[config.mk]
export PLATFORM = sky130hd
export DESIGN_NAME = intc_dual_bank
export DESIGN_NICKNAME = d
export VERILOG_FILES = /design/src/rtl/intc_pkg.sv /design/src/rtl/intc_sample.sv /design/src/rtl/intc_bank.sv /design/src/rtl/intc_dual_bank.sv
export SDC_FILE = /design/constraint.sdc
export NUM_CORES = 1
export LEC_CHECK = 0
export ABC_AREA = 0
export BUFFER_PORTS_ARGS = -buffer_cell sky130_fd_sc_hd__buf_2
export CAP_MARGIN = 5
export CORE_MARGIN = 8
export CORE_UTILIZATION = 51
export CTS_CLUSTER_SIZE = 8
export DETAILED_ROUTE_END_ITERATION = 8
export HOLD_SLACK_MARGIN = 0.03
export PLACE_DENSITY = 0.83
export SLEW_MARGIN = 30
export SYNTH_ARGS = -nofsm -noshare
export SYNTH_HDL_FRONTEND = slang
export SYNTH_SLANG_ARGS = --single-unit
[constraint.sdc]
create_clock -name clk_i -period 1.55 [get_ports clk_i]
set_clock_uncertainty 0.1 [all_clocks]
set_input_delay 0.0775 -clock clk_i [delete_from_list [all_inputs] [get_ports clk_i]]
set_output_delay 0.0775 -clock clk_i [all_outputs]
set_load 0.05 [all_outputs]
[src/rtl/intc_pkg.sv]
package intc_pkg;
  typedef enum logic [2:0] {
    SEL_STATUS,
    SEL_RAW,
    SEL_ENABLE,
    SEL_CLEAR,
    SEL_SOFT,
    SEL_NONE
  } reg_sel_e;

  // word index of each register; positions are software-visible
  localparam int unsigned IDX_STATUS = 0;
  localparam int unsigned IDX_RAW    = 1;
  localparam int unsigned IDX_ENABLE = 2;
  localparam int unsigned IDX_CLEAR  = 3;
  localparam int unsigned IDX_SOFT   = 4;

  function automatic reg_sel_e decode_idx(input int unsigned idx, input bit has_soft);
    if (idx == IDX_STATUS)             return SEL_STATUS;
    if (idx == IDX_RAW)                return SEL_RAW;
    if (idx == IDX_ENABLE)             return SEL_ENABLE;
    if (idx == IDX_CLEAR)              return SEL_CLEAR;
    if (has_soft && idx == IDX_SOFT)   return SEL_SOFT;
    return SEL_NONE;
  endfunction
endpackage

[src/rtl/intc_sample.sv]
module intc_sample #(
  parameter int unsigned W = 33
) (
  input  logic         clk_i,
  input  logic         rst_ni,
  input  logic [W-1:0] d_i,
  output logic [W-1:0] q_o
);
  always_ff @(posedge clk_i or negedge rst_ni) begin
    if (!rst_ni) q_o <= '0;
    else         q_o <= d_i;
  end
endmodule

[src/rtl/intc_bank.sv]
module intc_bank
  import intc_pkg::*;
#(
  parameter int unsigned DATA_W   = 32,
  parameter int unsigned SRC_W    = 32,
  parameter int unsigned AW       = 5,
  parameter bit          HAS_SOFT = 1'b1
) (
  input  logic              clk_i,
  input  logic              rst_ni,
  input  logic [SRC_W-1:0]  src_i,
  input  logic [AW-1:0]     addr_i,
  input  logic              we_i,
  input  logic [DATA_W-1:0] wdata_i,
  output logic [DATA_W-1:0] rdata_o,
  output logic              req_n_o
);
  localparam int unsigned IDX_W = AW - 2;

  logic [IDX_W-1:0]  idx;
  logic [1:0]        unused_byte_sel;
  reg_sel_e          sel;
  logic [DATA_W-1:0] en_q, soft_q, raw, masked;

  assign idx             = addr_i[AW-1:2];
  assign unused_byte_sel = addr_i[1:0];
  assign sel             = decode_idx(32'(idx), HAS_SOFT);

  always_ff @(posedge clk_i or negedge rst_ni) begin
    if (!rst_ni) begin
      en_q <= '0;
    end else if (we_i) begin
      if (sel == SEL_ENABLE)     en_q <= en_q | wdata_i;
      else if (sel == SEL_CLEAR) en_q <= en_q & ~wdata_i;
    end
  end

  generate
    if (HAS_SOFT) begin : g_soft
      always_ff @(posedge clk_i or negedge rst_ni) begin
        if (!rst_ni)                     soft_q <= '0;
        else if (we_i && sel == SEL_SOFT) soft_q <= wdata_i;
      end
    end else begin : g_no_soft
      assign soft_q = '0;
    end
  endgenerate

  assign raw    = DATA_W'(src_i) | soft_q;
  assign masked = raw & en_q;

  always_comb begin
    unique case (sel)
      SEL_STATUS: rdata_o = masked;
      SEL_RAW:    rdata_o = raw;
      SEL_ENABLE: rdata_o = en_q;
      default:    rdata_o = '0;
    endcase
  end

  always_ff @(posedge clk_i or negedge rst_ni) begin
    if (!rst_ni) req_n_o <= 1'b1;
    else         req_n_o <= ~|masked;
  end

  AST_SET_BITS: assert property (@(posedge clk_i) disable iff (!rst_ni)
    (we_i && sel == SEL_ENABLE) |=> ((en_q & $past(wdata_i)) == $past(wdata_i)));
  AST_SET_KEEP: assert property (@(posedge clk_i) disable iff (!rst_ni)
    (we_i && sel == SEL_ENABLE) |=> ((en_q & $past(en_q)) == $past(en_q)));
  AST_CLR_BITS: assert property (@(posedge clk_i) disable iff (!rst_ni)
    (we_i && sel == SEL_CLEAR) |=> ((en_q & $past(wdata_i)) == '0));
  AST_EN_HOLD: assert property (@(posedge clk_i) disable iff (!rst_ni)
    !(we_i && (sel == SEL_ENABLE || sel == SEL_CLEAR)) |=> $stable(en_q));
  AST_REQ_ON: assert property (@(posedge clk_i) disable iff (!rst_ni)
    (|(raw & en_q)) |=> !req_n_o);
  AST_REQ_OFF: assert property (@(posedge clk_i) disable iff (!rst_ni)
    !(|(raw & en_q)) |=> req_n_o);
endmodule

[src/rtl/intc_dual_bank.sv]
module intc_dual_bank #(
  parameter int unsigned NUM_SRC = 32,
  parameter int unsigned DATA_W  = 32,
  parameter int unsigned NRM_AW  = 5,
  parameter int unsigned FST_AW  = 4
) (
  input  logic               clk_i,
  input  logic               rst_ni,
  input  logic [NUM_SRC-1:0] src_i,
  input  logic               fast_src_i,
  input  logic [NRM_AW-1:0]  nrm_addr_i,
  input  logic               nrm_we_i,
  input  logic [DATA_W-1:0]  nrm_wdata_i,
  output logic [DATA_W-1:0]  nrm_rdata_o,
  input  logic [FST_AW-1:0]  fst_addr_i,
  input  logic               fst_we_i,
  input  logic [DATA_W-1:0]  fst_wdata_i,
  output logic [DATA_W-1:0]  fst_rdata_o,
  output logic               irq_n_o,
  output logic               fiq_n_o
);
  localparam int unsigned SMP_W = NUM_SRC + 1;

  logic [SMP_W-1:0] smp_q;

  intc_sample #(.W(SMP_W)) u_sample (
    .clk_i (clk_i),
    .rst_ni(rst_ni),
    .d_i   ({fast_src_i, src_i}),
    .q_o   (smp_q)
  );

  intc_bank #(
    .DATA_W(DATA_W), .SRC_W(NUM_SRC), .AW(NRM_AW), .HAS_SOFT(1'b1)
  ) u_nrm (
    .clk_i  (clk_i),
    .rst_ni (rst_ni),
    .src_i  (smp_q[NUM_SRC-1:0]),
    .addr_i (nrm_addr_i),
    .we_i   (nrm_we_i),
    .wdata_i(nrm_wdata_i),
    .rdata_o(nrm_rdata_o),
    .req_n_o(irq_n_o)
  );

  intc_bank #(
    .DATA_W(DATA_W), .SRC_W(1), .AW(FST_AW), .HAS_SOFT(1'b0)
  ) u_fst (
    .clk_i  (clk_i),
    .rst_ni (rst_ni),
    .src_i  (smp_q[NUM_SRC]),
    .addr_i (fst_addr_i),
    .we_i   (fst_we_i),
    .wdata_i(fst_wdata_i),
    .rdata_o(fst_rdata_o),
    .req_n_o(fiq_n_o)
  );
endmodule

### Yosys cells after proc, flatten, opt, wreduce, memory -nomap -nowiden

Cells that the tools add are included.

| word-level totals | value |
|---|---|
| register bits after elaboration | 131 |
| latch bits | 0 |
| RAM bits | 0 |
| ROM bits | 0 |
| input bits | 110 |
| word-level logic and storage cells | 91 |
| memories | 0 |

| operators by class | value |
|---|---|
| add/sub/neg operators | 0 |
| multiply operators | 0 |
| divide/modulo/power cells | 0 |
| $lt $le $gt $ge | 0 |
| equality and inequality tests | 14 |
| shifts and indexed selects | 0 |
| mux-type cells | 49 |
| bitwise operators | 9 |
| reductions and logical operators | 13 |

Operators by type and width:

| cell | number |
|---|---|
| 32-bit case mux with 3 select lines | 2 |
| 32-bit 2-to-1 mux | 4 |
| 32-bit AND | 3 |
| 32-bit bitwise OR | 3 |
| 32-bit NOT | 2 |
| 32-bit OR reduction | 2 |
| 3-bit 2-to-1 mux | 18 |
| 1-bit by 32-bit AND with 32-bit output | 1 |
| 1-bit 2-to-1 mux | 25 |
| 3-bit by 2-bit == test with 1-bit output (second input constant) | 6 |
| 3-bit by 1-bit == test with 1-bit output (second input constant) | 3 |
| 3-bit zero test | 3 |
| 3-bit == test (second input constant) | 2 |
| 2-bit == test (second input constant) | 2 |
| 2-bit AND reduction | 2 |
| 2-bit nonzero test | 2 |
| 2-bit by 1-bit == test with 1-bit output (second input constant) | 1 |
| 1-bit zero test | 2 |
| 2-bit zero test | 1 |
| 1-bit logical AND | 1 |

### Longest topological paths before layout

Gate-level depths: netlist of run 1.

| depth | value |
|---|---|
| depth after elaboration | 20 |
| mapped depth | 7 |

### Modules after synthesis

A second synthesis of run 1 with hierarchy kept.

| unflattened totals | value |
|---|---|
| cell total of the unflattened synthesis | 568 |
| area total of the unflattened synthesis | 5834.3 um^2 |

By module, submodules not included:

| module | times used | cells an instance | area an instance (um^2) | sequential area each (um^2) |
|---|---|---|---|---|
| intc_bank at u_nrm | 1 | 357 | 3225.6 | 1627.8 |
| intc_bank at u_fst | 1 | 178 | 1783.0 | 827.0 |
| intc_sample | 1 | 33 | 825.8 | 825.8 |

### Worst setup path after synthesis of run 1

OpenSTA, ideal clock, no wires.

| path | value |
|---|---|
| kind | input to output |
| start | input port nrm_addr_i[2] |
| end | output port nrm_rdata_o[0] |
| arrival | 1698 ps |
| data required time | 1372 ps |
| slack | -326 ps |
| stages | 4 |
| path buffers | 2 |
| cell sequence | buf_4 -> a21o_1 -> buf_2 -> nor3_1 |

| on the way | value |
|---|---|
| longest elaborated chain between the ends | 13 |
| elaborated cells on any way between the ends | 33 |

Ends and longest elaborated chain:

| what | line | text |
|---|---|---|
| from (decl) | intc_dual_bank.sv:11 | `input logic [NRM_AW-1:0] nrm_addr_i,` |
| 3-bit == test | intc_pkg.sv:23 | `if (has_soft && idx == IDX_SOFT) return SEL_SOFT;` |
| 1-bit 2-to-1 mux (2 in a row) | intc_pkg.sv:23 |  |
| 1-bit 2-to-1 mux | intc_pkg.sv:22 | `if (idx == IDX_CLEAR) return SEL_CLEAR;` |
| 1-bit 2-to-1 mux | intc_pkg.sv:21 | `if (idx == IDX_ENABLE) return SEL_ENABLE;` |
| 1-bit 2-to-1 mux | intc_pkg.sv:20 | `if (idx == IDX_RAW) return SEL_RAW;` |
| 3-bit 2-to-1 mux | intc_pkg.sv:24 | `return SEL_NONE;` |
| 3-bit 2-to-1 mux | intc_pkg.sv:23 |  |
| 3-bit 2-to-1 mux | intc_pkg.sv:22 |  |
| 3-bit 2-to-1 mux | intc_pkg.sv:21 |  |
| 3-bit 2-to-1 mux (*) | intc_pkg.sv:20 |  |
| 3-bit by 2-bit == test with 1-bit output (tied with other cells) | intc_bank.sv:53 | `unique case (sel)` |
| 32-bit case mux with 3 select lines (*) | intc_bank.sv:53 |  |
| to (decl) | intc_dual_bank.sv:14 | `output logic [DATA_W-1:0] nrm_rdata_o,` |

Mark *: on every way between the ends. The rest lies on a longest branch, timed or not. The select of a mux whose other input is x is not followed.

### Worst setup path in the final report of run 1

| path | value |
|---|---|
| start | register u_nrm.soft_q[24] |
| end | register u_nrm.req_n_o |

| on the way | value |
|---|---|
| longest elaborated chain between the ends | 4 |

Ends and longest elaborated chain:

| what | line | text |
|---|---|---|
| from (decl) | intc_bank.sv:23 | `logic [DATA_W-1:0] en_q, soft_q, raw, masked;` |
| from (signal assigned) | intc_bank.sv:42 | `else if (we_i && sel == SEL_SOFT) soft_q <= wdata_i;` |
| 32-bit bitwise OR | intc_bank.sv:49 | `assign raw = DATA_W'(src_i) \| soft_q;` |
| 32-bit AND | intc_bank.sv:50 | `assign masked = raw & en_q;` |
| 32-bit OR reduction | intc_bank.sv:63 | `else req_n_o <= ~\|masked;` |
| 1-bit zero test | intc_bank.sv:63 |  |
| to (signal assigned) | intc_bank.sv:63 |  |
| to (decl) | intc_bank.sv:16 | `output logic req_n_o` |

Every way passes these cells.
A chain may end at the register's enable or synchronous reset.

==> results_dict.tcl, run 1 <==
set metrics [dict create \
    status "finished, violations left" \
    violations "negative setup slack" \
    synth-compound-area-share_pct 9.01 \
    syn_inst 565 \
    ys_seq_elements 131 \
    cts_buffers 17 \
    drive_gt1_share_pct 39.0 \
    setup.worst_path.start_class "flop" \
    clk_pin_slew_ns 0.06 \
    overflow 0 \
    worst_pin_slew_ns 0.836 \
    synth-simple-area-share_pct 22.2 \
    finalSetupViolCount 24 \
    multi_input_area_um2 2440 \
    stdcell_area_um2 9260 \
    cts_tree "built" \
    via_count 6245 \
    io_buffers 171 \
    grt_pass1_wl_mm 34.1 \
    vdd_drop_max_mv 0.700 \
    hold_violations 0 \
    grt_max_degree 53 \
    p_comb_share_pct 24.2 \
    grt_pass1_vias 6367 \
    cts_buffer_depth 2 \
    finalCritPeriodShare_pct 117 \
    placed_cells 864 \
    place_area_um2 6640 \
    critPathCaptureType "flop" \
    cp.buffers_inverters 1 \
    syn-cell-area_um2 5540 \
    drt-pass1-iter-count 6 \
    pin_count 176 \
    grt_setup_unrepaired "true" \
    max_slew_margin_pct 44.3 \
    path_class "flop to flop" \
    h-tree-depth 4 \
    wl_mm 24.3 \
    antenna_left 0 \
    initialDrtViolationCount 620 \
    coreArea_um2 10700 \
    layout_setup_ws_ns -0.259 \
    required_ns 1.91 \
    power.leakage_nw 4.26 \
    crit_path_top_delay_cell "or4_1" \
    r2r_slack_ns -0.26 \
    cp_slowest_stage_delay_ns 0.45 \
    fin_nets 1004 \
    yosysSeqAreaShare_pct 59.2 \
    antenna_found_initial 2 \
    gr-usage-all-layers_pct 30.2 \
    p_per_area_nw_per_um2 1240 \
    area_growth_pct 67.2 \
    final_cell_mix "136 x buf_2, 131 x dlygate4sd3_1, 130 x nand2_1" \
    synth_top_family_by_area "simple AND/OR/NAND/NOR gates" \
    arrival_ns 2.17 \
    syn_area_per_cell_um2 9.80 \
    synth_xor_area_share_pct 0 \
    utilization_pct 86.5 \
    slew_viol_final 0 \
    clkPwrFrac_pct 36.6 \
    crit_path_max_fanout 2 \
    fin_crit_ns 1.81 \
    die_w_um 120 \
    dp_hpwl_mm 11.5 \
    synthMuxAreaShare_pct 6.51 \
    clockRootBuffer "clkbuf_8" \
    synth_fp_nets 675 \
    wl_per_cell_um 23.1 \
    yosysWarnings 0 \
    sequentialPowerShare_pct 39.2 \
    max_freq_mhz 553 \
    stdcell_count 1049 \
    synthAdderAreaFrac_pct 0 \
    drc 0 \
    final_common_cell "buf_2" \
    insertion_delay_ns 0.52 \
    viasPerCell 5.95 \
    sw_frac_of_total_pct 31.7 \
    p_total_w 0.0115 \
    gp_congestion 0.789 \
    crit_chain "buf_4, o21ai_0, nand4_1, or4_1, nor2_1" \
    die_h_um 120 \
    rows 38 \
    crit_family "simple AND/OR/NAND/NOR gates" \
    numClockSinks 131 \
    p_switching_w 0.00364 \
    final-seq-area_um2 3280 \
    hp-class "input pin to flop" \
    die_area_um2 14400 \
    maxCapViolCount 0 \
    power.internal_w 0.00783 \
    synth_cell_types 22 \
    nFillCells 471 \
    initial_utilization_pct 51.8 \
]
[worst register-to-register path: stages (launching register included)]
cell     delay, ns
dfrtp_1       0.38
buf_4         0.14
o21ai_0       0.28
nand4_1       0.25
or4_1         0.45
nor2_1        0.14
[cells by family after synthesis]
logic type / count (synthesis)
AND/OR/NAND/NOR: 272
multiplexers: 32
AO/OA/AOI/OAI: 99
flip-flops: 131
buffers and inverters: 31
[cells in the mapped netlist]
cell,count,area [um2]
dfstp_2,2,52.6
o21ai_1,21,105
o22ai_1,1,6.26
nand2_1,130,488
and3b_1,1,8.76
buf_2,9,45.0
buf_4,5,37.5
nor3_1,64,320
a21oi_1,1,5.00
o21ai_0,75,375
nand4_1,8,50.1
clkbuf_1,14,52.6
a21o_1,1,7.51
buf_6,3,33.8
mux2_1,2,22.5
or4_1,2,15.0
nor2b_1,1,6.26
nor3_4,1,16.3
and2_1,32,200
mux2_2,30,338
dfrtp_1,129,3230
nor2_1,33,124
[path summary, 6_finish.rpt]
kind / from / endpoint / cells after the start
min in group asynchronous: rst_ni / u_nrm.soft_q[30]$_DFFE_PN0P_ / 3
max in group asynchronous: rst_ni / asynchronous set/reset pin / 4
hold reg to reg: u_sample.q_o[32]$_DFF_PN0_ / u_fst.req_n_o$_DFF_PN1_ / 1
setup / recovery: u_nrm.soft_q[24]$_DFFE_PN0P_ / u_nrm.req_n_o$_DFF_PN1_ / 5
setup reg to reg: u_nrm.soft_q[24]$_DFFE_PN0P_ / u_nrm.req_n_o$_DFF_PN1_ / 5
hold / removal: fst_addr_i[2] / flop / 3
[layout make-up]
cell class	instances	area share, %
repair buffers	341	29.6
well taps	140	1.89
flip-flops and latches	131	35.5
clock inverters	13	1.99
diodes	2	0.0541
clock buffers	19	4.66
multi-input cells	403	26.4
[metal layers]
layer  GRT usage, %  vias to the layer above  share of wire, %
met5              0                        -                 0
met4           12.2                        0               6.1
met3           9.09                      147                10
met2           51.6                      523                49
met1           35.0                     2997                35
li1               -                     2578                 -
[per-stage QoR]
| step | hold WS [ns] | setup TNS, ns | setup WS [ns] |
|---|---|---|---|
| floorplan | -0.318 | -10.14 | -0.326 |
| finish | 0.0817 | -1.28 | -0.259 |
| global route | 0.0876 | -2.40 | -0.234 |
| CTS | 0.0301 | -0.328 | -0.0393 |
| detailed placement | -0.0268 | -0.0515 | -0.0515 |
| global placement | -0.0369 | -0.0491 | -0.0491 |
[power groups by stage]
stage          Sequential [W]  Combinational (W)  Clock [W]
2_1_floorplan         0.00425            0.00122          0
3_3_place_gp          0.00429            0.00175          0
3_5_place_dp          0.00435            0.00182          0
4_1_cts               0.00433            0.00235    0.00417
5_1_grt               0.00450            0.00293    0.00433
6_report              0.00449            0.00277    0.00420
[what timing repair did]
item / CTS / global route
setup buffers: 4 / 15
resized for setup: 77 / 72
pin swaps: 19 / 32
setup endpoints to repair: 33 / 37
endpoints found under the hold margin: 260 / 0
hold buffers: 132 / 0
Power figures use the tool's default switching activity.
==> run 2: changes to the inputs <==
--- a/config.mk
+++ b/config.mk
@@ -9,11 +9,12 @@
 export BUFFER_PORTS_ARGS = -buffer_cell sky130_fd_sc_hd__buf_2
 export CAP_MARGIN = 5
 export CORE_MARGIN = 8
-export CORE_UTILIZATION = 51
+export CORE_UTILIZATION = 50
 export CTS_CLUSTER_SIZE = 8
 export DETAILED_ROUTE_END_ITERATION = 8
 export HOLD_SLACK_MARGIN = 0.03
-export PLACE_DENSITY = 0.83
+export PLACE_DENSITY = 0.82
+export SETUP_SLACK_MARGIN = 0.02
 export SLEW_MARGIN = 30
 export SYNTH_ARGS = -nofsm -noshare
 export SYNTH_HDL_FRONTEND = slang
==> run 2 against run 1 <==
The flow still finishes with violations (negative setup slack); power decreased by 0.26%; combinational power fell by 6%; final area is 0.99% lower; clock-buffer cell count increased by 1; non-clock buffer count fell by 13; wire length shrank 7.7%; maximum frequency rose by 12%.
==> results_dict.tcl, run 2 (synthesis gave the netlist of run 1 again) <==
set metrics [dict create \
    status "finished, violations left" \
    violations "negative setup slack" \
    layout_setup_ws_ns -0.0619 \
    overflow 0 \
    io_buffers 171 \
    crit_path_top_delay_cell "dfrtp_1" \
    critPathCaptureType "primary output" \
    initialDrtViolationCount 590 \
    wl_mm 22.4 \
    drt-pass1-iter-count 5 \
    via_count 5976 \
    dp_hpwl_mm 11.1 \
    reg2reg_to "u_nrm.req_n_o$_DFF_PN1_" \
    clockRootBuffer "clkbuf_8" \
    gr-usage-all-layers_pct 29.2 \
    cts_buffers 17 \
    cp_slowest_stage_delay_ns 0.42 \
    final_common_cell "buf_2" \
    die_h_um 121 \
    clk_pin_slew_ns 0.07 \
    setup.worst_path.start_class "flop" \
    die_w_um 121 \
    finalSetupViolCount 12 \
    arrival_ns 1.43 \
    crit_chain "o22ai_2, a21oi_1, buf_4" \
    maxCapViolCount 0 \
    drc 0 \
    cts_buffer_depth 2 \
    r2r_slack_ns -0.03 \
    pin_count 176 \
    h-tree-depth 4 \
    finalCritPeriodShare_pct 104 \
    cts_tree "built" \
    power.leakage_nw 4.19 \
    vdd_drop_max_mv 0.752 \
    path_class "flop to primary output" \
    required_ns 1.37 \
    stdcell_area_um2 9170 \
    max_slew_margin_pct 54.0 \
    slew_viol_final 0 \
    crit_path_max_fanout 2 \
    area_growth_pct 65.5 \
    grt_pass1_vias 6352 \
    antenna_left 0 \
    fin_nets 991 \
    fin_setup_tns_ns -0.263 \
    hp-class "input pin to flop" \
    grt_max_degree 38 \
    crit_cells 3 \
    gp_congestion 0.811 \
    final_cell_mix "137 x buf_2, 130 x nand2_1, 129 x dfrtp_1" \
    initial_utilization_pct 51.1 \
    viasPerCell 5.77 \
    max_freq_mhz 620 \
    grt_pass1_wl_mm 33.5 \
    die_area_um2 14700 \
    drive_gt1_share_pct 38.3 \
    coreArea_um2 10800 \
    fin_crit_ns 1.61 \
    place_area_um2 6620 \
    numClockSinks 131 \
    cp-endpoint "fst_rdata_o[0]" \
    hold_violations 0 \
    placed_cells 864 \
    rows 38 \
    stdcell_count 1035 \
    wl_per_cell_um 21.6 \
    grt_setup_unrepaired "true" \
    crit_family "flip-flops" \
    insertion_delay_ns 0.52 \
    ff2ff_path_depth 4 \
    cp.buffers_inverters 1 \
    antenna_found_initial 0 \
    r2r-start "u_nrm.soft_q[14]$_DFFE_PN0P_" \
    p_per_area_nw_per_um2 1250 \
    worst_pin_slew_ns 0.688 \
]
run 2: changes by cell type in the layout (fill, tap and decap cells not counted), sizes merged:
cell / change
buf: -7
dlygate4sd3: -4
clkinv: -2
bufinv: +1
clkinvlp: +1
diode: -1
dlymetal6s4s: -1
inv: -1
run 2: layer usage:
layer | up-vias | wire length, um | global-route usage, %
met1 | 2935 | 8060 | 33.5
met5 | - | 0 | 0
met3 | 82 | 2000 | 7.21
met2 | 406 | 11500 | 50.3
li1 | 2553 | - | -
met4 | 0 | 865 | 13.6
run 2: metrics by stage:
step                hold WS, ns  worst slack (ns)  total power, W  util [%]
floorplan                -0.318            -0.326         0.00547         -
global placement         -0.106           -0.0486         0.00604      61.1
detailed placement       -0.100           -0.0703         0.00615      61.1
CTS                      0.0307          -0.00863          0.0110      81.8
global route             0.0565            -0.188          0.0118      84.5
finish                   0.0606           -0.0619          0.0114      84.6
run 2: report_power, final:
group | internal, W | switching [W]
combinational | 0.00114 | 0.00145
sequential | 0.00395 | 0.000476
clock | 0.00291 | 0.00151
total | 0.00799 | 0.00344
run 2: timing repair:
action                                  4_1_cts  5_1_grt
buffers inserted                              0       11
endpoints found under the setup margin       34       34
pin swaps                                    18       24
hold endpoints to repair                    260        0
resized for setup                            90       53
hold buffers                                127        0
run 2: area by class of cell:
type                    instances  area, um2
multi-input cells             403       2440
diodes                          1       2.50
clock inverters                12        203
fillers                       488       1670
repair buffers                328       2610
flip-flops and latches        131       3280
well taps                     140        175
clock buffers                  20        455
run 2: worst min-delay path by stage:
stage,startpoint,to,cells past startpoint
final,fst_addr_i[2],flop,3
after global routing,fst_addr_i[2],flop,3
after CTS,fst_addr_i[2],flop,3
after detailed placement,rst_ni,u_nrm.soft_q[30]$_DFFE_PN0P_,1
after global placement,rst_ni,asynchronous set/reset pin,1
after floorplan,rst_ni,asynchronous set/reset pin,0
run 2: worst register-to-register path: cells and delay by family, from the launching register on:
kind	cells	cell delay (ns)
flops	1	0.41
simple gates	3	0.80
compound gates	1	0.20
==> run 3: changes to the inputs <==
--- a/config.mk
+++ b/config.mk
@@ -8,7 +8,7 @@
 export ABC_AREA = 0
 export BUFFER_PORTS_ARGS = -buffer_cell sky130_fd_sc_hd__buf_2
 export CAP_MARGIN = 5
-export CORE_MARGIN = 8
+export CORE_MARGIN = 1.5
 export CORE_UTILIZATION = 50
 export CTS_CLUSTER_SIZE = 8
 export DETAILED_ROUTE_END_ITERATION = 8
==> run 3 against run 2 <==
The flow still finishes with violations (negative setup slack); non-clock buffer count grew 13; worst setup slack lost 0.059 ns; via count grew 2.4%; die area shrank 20%; critical endpoint is now nrm_rdata_o[23]; worst hold slack gained 0.025 ns; utilization shrank 0.95 points; sequential cell count is the same; sequential share of layout area grew 0.41 points; cell count grew 1.3%; combinational power grew 4%; sequential power is essentially flat.
==> results_dict.tcl, run 3 (synthesis gave the netlist of run 1 again) <==
set metrics [dict create \
    fin_crit_ns 1.67 \
    nFillCells 515 \
    insertion_delay_ns 0.53 \
    viasPerCell 5.84 \
    status "finished, violations left" \
    grt_max_degree 35 \
    drc 0 \
    rows 38 \
    worst_pin_slew_ns 0.778 \
    hold_violations 0 \
    crit_family "flip-flops" \
    max_freq_mhz 599 \
    final_cell_mix "133 x buf_2, 132 x dlygate4sd3_1, 130 x nand2_1" \
    cp.buffers_inverters 1 \
    fin_setup_tns_ns -0.923 \
    cp_slowest_stage_delay_ns 0.40 \
    crit_path_max_fanout 3 \
    finalSetupViolCount 19 \
    power.leakage_nw 4.20 \
    dp_hpwl_mm 9.99 \
    cts_tree "built" \
    initialDrtViolationCount 607 \
    coreArea_um2 10800 \
    gp_congestion 0.800 \
    required_ns 1.37 \
    grt_setup_unrepaired "true" \
    numClockSinks 131 \
    max_slew_margin_pct 48.1 \
    hp-class "input pin to flop" \
    crit_chain "nor3_1, nor3_2, buf_4" \
    crit_path_top_delay_cell "dfrtp_1" \
    path_class "flop to primary output" \
    initial_utilization_pct 51.1 \
    clockRootBuffer "clkbuf_8" \
    maxCapViolCount 0 \
    gr-usage-all-layers_pct 35.9 \
    final_common_cell "buf_2" \
    grt_pass1_vias 6325 \
    via_count 6122 \
    die_h_um 108 \
    wl_mm 22.1 \
    grt_pass1_wl_mm 31.6 \
    finalCritPeriodShare_pct 108 \
    stdcell_count 1048 \
    wl_per_cell_um 21.1 \
    p_per_area_nw_per_um2 1190 \
    die_w_um 108 \
    placed_cells 861 \
    slew_viol_final 0 \
    die_area_um2 11700 \
    setup.worst_path.start_class "flop" \
    layout_setup_ws_ns -0.121 \
    drive_gt1_share_pct 36.6 \
    antenna_found_initial 0 \
    pin_count 176 \
    critPathCaptureType "primary output" \
    h-tree-depth 4 \
    antenna_left 0 \
    cts_buffer_depth 2 \
    overflow 0 \
    cts_buffers 17 \
    drt-pass1-iter-count 5 \
    clk_pin_slew_ns 0.06 \
    vdd_drop_max_mv 0.826 \
    violations "negative setup slack" \
    fin_nets 1004 \
    r2r_slack_ns -0.10 \
    io_buffers 171 \
    arrival_ns 1.49 \
    area_growth_pct 63.7 \
]
[run 3: cell types whose count changed in the layout (fill, tap and decap cells not counted), moves of 5 or more]
| cell | before | now |
|---|---|---|
| nor3_2 | 56 | 46 |
| nor3_1 | 7 | 18 |
| dlygate4sd3_1 | 127 | 132 |
| nor2_1 | 19 | 28 |
| nor2_2 | 14 | 5 |
| clkinv_2 | 1 | 9 |
| buf_6 | 27 | 19 |
| buf_4 | 31 | 46 |
[run 3: where the power goes]
group,total [W],internal [W],switching [W],leakage [nW]
clock network,0.00363,0.00214,0.00149,0.264
registers,0.00443,0.00395,0.000479,1.59
logic,0.00269,0.00120,0.00149,2.34
[run 3: per-layer routing]
metal	part of all wire (%)	vias to the layer above	track usage (%)
li1	-	2584	-
met1	35	2943	41.7
met4	4.6	0	17.8
met5	0	-	0
met2	50	482	60.6
met3	10	113	10.8
[run 3: final timing paths]
check | cells past startpoint | from | endpoint
min | 3 | nrm_addr_i[2] | flop
max | 3 | u_nrm.soft_q[23]$_DFFE_PN0P_ | nrm_rdata_o[23]
max reg2reg | 4 | u_nrm.soft_q[26]$_DFFE_PN0P_ | u_nrm.req_n_o$_DFF_PN1_
min in group asynchronous | 3 | rst_ni | asynchronous set/reset pin
max in group asynchronous | 4 | rst_ni | u_nrm.soft_q[24]$_DFFE_PN0P_
min reg2reg | 2 | flop | flop
[run 3: metrics by stage]
stage               cell area [um2]  hold WS [ns]  power [W]  utilization (%)  setup WS [ns]
floorplan                      5540        -0.318    0.00547                -         -0.326
global placement               6600       -0.0853    0.00602             60.9        0.00410
detailed placement             6600       -0.0820    0.00613             60.9        -0.0180
CTS                            8830        0.0462     0.0103             81.4        -0.0406
global route                   9060        0.0979     0.0111             83.6         -0.221
finish                         9060        0.0852     0.0107             83.6         -0.121
[run 3: layout make-up]
class | count | area [um2] | share of cell area (%)
antenna | 1 | 2.50 | 0.0276
clock buffer | 20 | 435 | 4.80
clock inverter | 12 | 90.1 | 0.994
multi-input combinational | 403 | 2370 | 26.2
sequential | 131 | 3280 | 36.2
tap | 140 | 175 | 1.93
timing repair buffer | 341 | 2710 | 29.9
[run 3: what timing repair did]
item	in CTS	in global routing
pin swaps	29	21
buffers inserted	9	12
gates resized for setup	84	44
gates cloned	0	0
setup endpoints to repair	34	39
hold endpoints to repair	260	0
hold buffers	133	0
[run 3: worst reg2reg max path: cells and delay by family, from the launching register on]
| family | cells | cell delay, ns |
|---|---|---|
| compound gates | 1 | 0.17 |
| flops | 1 | 0.42 |
| simple gates | 3 | 0.89 |
